**config.mk**
```make
export PLATFORM = sky130hd
export DESIGN_NAME = nrm_fix2pack
export DESIGN_NICKNAME = d
export VERILOG_FILES = /design/src/rtl/nrm_pkg.sv /design/src/rtl/nrm_lzc.sv /design/src/rtl/nrm_shift.sv /design/src/rtl/nrm_outreg.sv /design/src/rtl/nrm_fix2pack.sv
export SDC_FILE = /design/constraint.sdc
export NUM_CORES = 1
export LEC_CHECK = 0
export BUFFER_PORTS_ARGS = -buffer_cell sky130_fd_sc_hd__buf_2
export CORE_ASPECT_RATIO = 0.6
export CORE_UTILIZATION = 44
export DETAILED_ROUTE_END_ITERATION = 6
export GPL_ROUTABILITY_DRIVEN = 0
export GPL_TIMING_DRIVEN = 0
export HOLD_SLACK_MARGIN = 0.15
export MAX_ROUTING_LAYER = met4
export PLACE_DENSITY = 0.65
export RECOVER_POWER = 100
export SLEW_MARGIN = 0
export SYNTH_ARGS = -nofsm -noshare
export SYNTH_HDL_FRONTEND = slang
export SYNTH_SLANG_ARGS = --single-unit
```
**constraint.sdc**
```tcl
create_clock -name clk -period 3.1 [get_ports clk]
set_clock_uncertainty 0.2 [all_clocks]
set_input_delay 0.62 -clock clk [delete_from_list [all_inputs] [get_ports clk]]
set_output_delay 0.62 -clock clk [all_outputs]
set_load 0.01 [all_outputs]
```
**src/rtl/nrm_pkg.sv**
```systemverilog
package nrm_pkg;
   // Leading-zero counter variants
   localparam int unsigned LZC_SCAN = 0;
   localparam int unsigned LZC_HALVE = 1;
endpackage

```
**src/rtl/nrm_lzc.sv**
```systemverilog
module nrm_lzc #(
   parameter int unsigned W     = 16,
   parameter int unsigned CW    = 4,
   parameter int unsigned STYLE = nrm_pkg::LZC_HALVE
) (
   input  logic [W-1:0]  vec,
   output logic [CW-1:0] count,
   output logic          all_zero
);
   localparam int unsigned MAXC = W - 1;

   if (W > (1 << CW)) begin : g_bad_width
      $error("nrm_lzc: count width too small for W");
   end

   assign all_zero = ~|vec;

   if (STYLE == nrm_pkg::LZC_SCAN) begin : g_scan
      always_comb begin
         count = CW'(MAXC);
         for (int i = 0; i < int'(W); i++) begin
            if (vec[i]) count = CW'(MAXC - i);
         end
      end
   end else begin : g_halve
      always_comb begin
         logic [W-1:0] work;
         logic [W-1:0] mask;
         work  = vec;
         count = '0;
         for (int s = int'(CW) - 1; s >= 0; s--) begin
            mask = ~({W{1'b1}} >> (1 << s));
            if ((work & mask) == '0) begin
               count[s] = 1'b1;
               work     = work << (1 << s);
            end
         end
      end
   end
endmodule

```
**src/rtl/nrm_shift.sv**
```systemverilog
module nrm_shift #(
   parameter int unsigned W  = 16,
   parameter int unsigned CW = 4
) (
   input  logic [W-1:0]  vec,
   input  logic [CW-1:0] amount,
   output logic [W-1:0]  shifted
);
   logic [W-1:0] stage [0:CW];

   assign stage[0] = vec;

   for (genvar i = 0; i < int'(CW); i++) begin : g_stage
      assign stage[i+1] = amount[i] ? (stage[i] << (1 << i)) : stage[i];
   end

   assign shifted = stage[CW];
endmodule

```
**src/rtl/nrm_outreg.sv**
```systemverilog
module nrm_outreg #(
   parameter int unsigned DW = 16
) (
   input  logic          clk,
   input  logic          rst_n,
   input  logic          load,
   input  logic [DW-1:0] data_in,
   input  logic          zero_in,
   input  logic          take,
   output logic          can_load,
   output logic          valid_q,
   output logic [DW-1:0] data_q,
   output logic          zero_q
);
   assign can_load = !valid_q || take;

   always_ff @(posedge clk) begin
      if (!rst_n) begin
         valid_q <= 1'b0;
         data_q  <= '0;
         zero_q  <= 1'b0;
      end else if (load) begin
         valid_q <= 1'b1;
         data_q  <= data_in;
         zero_q  <= zero_in;
      end else if (take) begin
         valid_q <= 1'b0;
      end
   end
endmodule

```
**src/rtl/nrm_fix2pack.sv**
```systemverilog
module nrm_fix2pack #(
   parameter int unsigned IN_W      = 16,
   parameter int unsigned MANT_W    = 12,
   parameter int unsigned EXP_W     = 4,
   parameter int unsigned LZC_STYLE = nrm_pkg::LZC_HALVE
) (
   input  logic                      clk,
   input  logic                      rst_n,
   input  logic                      in_valid,
   output logic                      in_ready,
   input  logic [IN_W-1:0]           in_data,
   output logic                      out_valid,
   input  logic                      out_ready,
   output logic [MANT_W+EXP_W-1:0]   out_word,
   output logic                      out_zero
);
   localparam int unsigned PACK_W = MANT_W + EXP_W;
   localparam logic [EXP_W-1:0] ZERO_EXP = {EXP_W{1'b1}};

   if (MANT_W > IN_W) begin : g_bad_mant
      $error("nrm_fix2pack: mantissa wider than input");
   end
   if (IN_W > (1 << EXP_W)) begin : g_bad_exp
      $error("nrm_fix2pack: exponent cannot hold every shift");
   end
   if ((LZC_STYLE != nrm_pkg::LZC_SCAN) && (LZC_STYLE != nrm_pkg::LZC_HALVE)) begin : g_bad_style
      $error("nrm_fix2pack: unknown leading-zero style");
   end

   logic [EXP_W-1:0]  lz;
   logic              is_zero;
   logic [IN_W-1:0]   norm;
   logic [PACK_W-1:0] packed_w;
   logic              accept;

   nrm_lzc #(.W(IN_W), .CW(EXP_W), .STYLE(LZC_STYLE)) u_lzc (
      .vec      (in_data),
      .count    (lz),
      .all_zero (is_zero)
   );

   nrm_shift #(.W(IN_W), .CW(EXP_W)) u_shift (
      .vec     (in_data),
      .amount  (lz),
      .shifted (norm)
   );

   assign packed_w = is_zero ? {{MANT_W{1'b0}}, ZERO_EXP}
                             : {norm[IN_W-1 -: MANT_W], lz};

   assign accept = in_valid && in_ready;

   nrm_outreg #(.DW(PACK_W)) u_out (
      .clk      (clk),
      .rst_n    (rst_n),
      .load     (accept),
      .data_in  (packed_w),
      .zero_in  (is_zero),
      .take     (out_ready),
      .can_load (in_ready),
      .valid_q  (out_valid),
      .data_q   (out_word),
      .zero_q   (out_zero)
   );
endmodule

```
### After elaboration in Yosys (flattened, before gate mapping)

Cells that the tools add are included.
Widths: inputs -> output; s select.

| operators by class | value |
|---|---|
| mux-type cells | 14 |
| reductions and logical operators | 10 |

Operator list:

| operator | number |
|---|---|
| $mux 16 | 8 |
| $logic_not 16->1 | 4 |
| $reduce_or 16->1 | 1 |
| $mux 1 | 6 |
| $logic_not 1->1 | 2 |
| $reduce_bool 2->1 | 1 |
| $logic_and 1x1->1 | 1 |
| $logic_or 1x1->1 | 1 |

| storage, ports and cells | value |
|---|---|
| register bits | 18 |
| input bits | 20 |
| word-level logic and storage cells | 27 |

### Longest topological paths before layout

| logic depth | value |
|---|---|
| depth after elaboration | 13 |
| depth in mapped cells | 9 |
| mapped depth without buffers | 7 |

### Hierarchy

A second synthesis with hierarchy kept.

| second synthesis, totals | value |
|---|---|
| cell total of the unflattened synthesis | 207 |
| area, all modules | 1725.4 um^2 |

Modules (own cells, without submodules):

| module | instances | cells an instance | area each (um^2) | seq. area each (um^2) |
|---|---|---|---|---|
| nrm_shift | 1 | 99 | 721.9 | 0.0 |
| nrm_outreg | 1 | 58 | 689.4 | 360.3 |
| nrm_lzc | 1 | 32 | 188.9 | 0.0 |
| nrm_fix2pack | 1 | 18 | 125.1 | 0.0 |

### Least setup slack after synthesis

No wires, ideal clock.

| timing path | value |
|---|---|
| kind | input to register |
| start | in in_data[15] |
| end | reg u_out.data_q[7] |
| setup time | 117 ps |
| data arrival time | 2414 ps |
| required time | 2783 ps |
| setup slack | 369 ps |
| stages on the path | 9 |
| cell sequence | buf_6 or4_1 buf_2 o21a_1 buf_2 o21a_1 a221oi_1 a21oi_1 a32o_1 |

| between the ends | value |
|---|---|
| cells in the longest elaborated chain, start to end | 13 |
| elaborated cells between the ends (all ways) | 17 |
| classes of those cells | 12 x mux; 5 x reduce/logical |

Ends and longest elaborated chain:

| item | RTL line | RTL |
|---|---|---|
| start: declaration | nrm_fix2pack.sv:11 | `input logic [IN_W-1:0] in_data,` |
| $logic_not 16->1 | nrm_lzc.sv:33 | `if ((work & mask) == '0) begin` |
| $mux 16 | nrm_lzc.sv:33 |  |
| $logic_not 16->1 | nrm_lzc.sv:33 |  |
| $mux 16 | nrm_lzc.sv:33 |  |
| $logic_not 16->1 | nrm_lzc.sv:33 |  |
| $mux 16 | nrm_lzc.sv:33 |  |
| $logic_not 16->1 | nrm_lzc.sv:33 |  |
| $mux 1 | nrm_lzc.sv:33 |  |
| $mux 16 (4 in a row) | nrm_shift.sv:14 | `assign stage[i+1] = amount[i] ? (stage[i] << (1 << i)) : stage[i];` |
| $mux 16 * | nrm_fix2pack.sv:48 | `assign packed_w = is_zero ? {{MANT_W{1'b0}}, ZERO_EXP}` |
| end signal: assignment | nrm_outreg.sv:24 | `data_q <= data_in;` |
| end: declaration | nrm_outreg.sv:12 | `output logic [DW-1:0] data_q,` |

Mark *: on every way between the ends. The rest lies on a longest branch, timed or not.
A chain may end at the register's enable or synchronous reset.

### Worst setup path after layout

| timing path | value |
|---|---|
| start | in in_data[13] |
| end | reg u_out.data_q[5] |

Same word-level chain as after synthesis.

==> metrics.txt <==
core area ~3400 um^2; R2R Path Start u_out.valid_q; Slew headroom 0.403; reg2reg path depth 6; register area share after synthesis 0.218; total die area 4020 um^2; multi-input gate area in the final layout around 1200 um^2; clock root cell clkbuf_8; VDD IR-drop max 0.296 mV; Worst Setup EP u_out.data_q[5]; Post-synth top cells a21oi_1, o21ai_0, nand2_1; Die Ht ~49 um; Storage cell area ~360 um^2; status finished, final reports clean; Design Power slightly below 0.7 mW; final cell count without fillers between 300 and 400; CP startpoint in_data[13]; largest net degree at the start of global routing 11; Tmin final 2.99 ns; hold-fix buffers at CTS 0; asr flop ratio synth 0; DR iter-0 viols approximately 190; Synth Warn # 0; CP Capture Type register; Yosys cell types between 50 and 60; vias in the first global route around 1700; Setup CP Type in2reg; reg2reg end u_out.data_q[13]; share of post-route cells with drive strength above 1 0.181; number of flops mapped to enable cells by yosys 0; syn avg cell area 7.35 um^2; standard-cell rows 16; I/O pin count 39; share of the synthesized area in the top cell type 0.218; Reg clk slew, reported paths 0.07 ns; CTS max path bufs 2; Routed Antenna Nets 0; Layout fillers about 340; ant diodes 0; flop and latch count out of synthesis 18; drc violations 0; initial antenna violation count 0; dpl hpwl between 4000 and 5000 um; initial core utilization 0.483; CTS tree yes; R2R Setup Slk between 0.9 and 1 ns; CP arrival 2.98 ns; Routed WL per cell 18.1 um; Final nets 286; grt total ovfl 0; final clock period utilization by the worst path 0.964; final worst slack 0.110 ns; Max-Cap Viols 0; # setup viols final 0; synth-to-layout area growth 17.6%; htree depth 1; vias 2032; RSZ-0062 raised after global routing no; CTS Sinks 18; DR vias/cell approximately 6.6; Synth Cell Area ~1700 um^2; Post-Synthesis Cells about 230; number of buffers created by CTS 3; largest cells by area after synthesis dfxtp_1, a21oi_1, o21ai_0; fin util 0.568; Pins Over Slew Limit 0; placed insts 301; worst-path fanout max 10; Worst setup SP type primary input; FMAX ~330 MHz; Final Hold Vio Count 0; Leak slightly above 0.7 nW; DR pass1 iterations 5; Worst-Margin Slew slightly below 0.9 ns; setup_tns 0 ns; power density over the cells roughly 350 nW/um^2; Worst EP required 3.09 ns; first-pass GRT wire length 9020 um; Tot GR Track Use 0.304; Chip Width around 81 um; Port Buffer Count 31; dpl ws -0.208 ns; Post-Syn Nets 245; hold crit path type reg2reg; area leader, netlist dfxtp_1; worst-skew pair later-pin latency approximately 0.25 ns; ys flop type dfxtp_1; library cell with the highest instance count after synthesis a21oi_1; WL final 5630 um
[metal layers]
metal	wire length, um	up-vias	track usage
met5	0	-	-
met4	38	0	0.0387
met3	647	6	0.109
met2	2120	117	0.373
met1	2820	938	0.465
li1	-	971	-
[registers in the layout, summed over array words and instances (netlist names)]
name and cells:
u_out.data_q 16, u_out.valid_q 1, u_out.zero_q 1
[worst max-delay path, stage by stage]
cell and delay (ns):
buf_2 0.10, buf_2 0.18, or2_1 0.29, a311oi_1 0.71
o21ai_1 0.10, a311oi_1 0.34, a21oi_1 0.17, or3_1 0.34
a21oi_1 0.13
[power by group]
part | total (mW) | internal, mW | switching, mW
Sequential | 0.256 | 0.247 | 0.00835
Clock | 0.191 | 0.113 | 0.0782
Combinational | 0.227 | 0.0811 | 0.146
[layout make-up]
class | count | share of cell area
tap | 45 | 0.0289
sequential | 18 | 0.185
inverter | 5 | 0.00965
timing repair buffer | 36 | 0.0868
multi-input combinational | 183 | 0.606
buffer | 19 | 0.0553
clock buffer | 4 | 0.0283
[placed cells by master, fill, tap and decap left out, drive strengths merged, types with 2 or more instances in the layout]
cell type,count
a21oi,25
a221oi,3
a22oi,2
a2bb2oi,2
a311o,4
a311oi,5
a31oi,11
a32o,2
a41oi,2
and2,2
buf,28
clkbuf,31
dfxtp,18
inv,5
mux2,2
mux2i,2
nand2,20
nand2b,2
nand3,12
nand4,3
nor2,15
nor3,5
nor4,6
nor4b,3
o211ai,4
o21a,6
o21ai,24
o2bb2ai,2
o31ai,4
or2,2
or4,2
[stage by stage]
stage / instance area [um^2] / hold WS, ns
final: 1950 / 0.237
after global routing: 1950 / 0.254
after CTS: 1920 / 0.242
after detailed placement: 1870 / 0.231
after global placement: 1870 / 0.232
after floorplan: 1650 / 0.263
[timing repair]
| item | 4_1_cts | 5_1_grt |
|---|---|---|
| setup buffers | 0 | 5 |
| endpoints found under the setup margin | 0 | 6 |
| gates resized for setup | 0 | 5 |
[worst min path at each step]
stage | from | endpoint | slack (ns) | cells after the start
after floorplan | u_out.data_q[10] | u_out.data_q[10] | 0.26 | 2
after global placement | u_out.data_q[10] | u_out.data_q[10] | 0.23 | 2
after detailed placement | u_out.data_q[10] | u_out.data_q[10] | 0.23 | 2
after CTS | u_out.data_q[10] | u_out.data_q[10] | 0.24 | 2
after global routing | u_out.data_q[10] | u_out.data_q[10] | 0.25 | 2
final | u_out.data_q[10] | u_out.data_q[10] | 0.24 | 2
[kinds of logic after synthesis]
logic type	share of synthesized area
buf+inv	0.0764
mux	0.0280
simple gates	0.256
flops	0.218
compound gates	0.421
No activity file was read; power rests on OpenSTA's default activity.
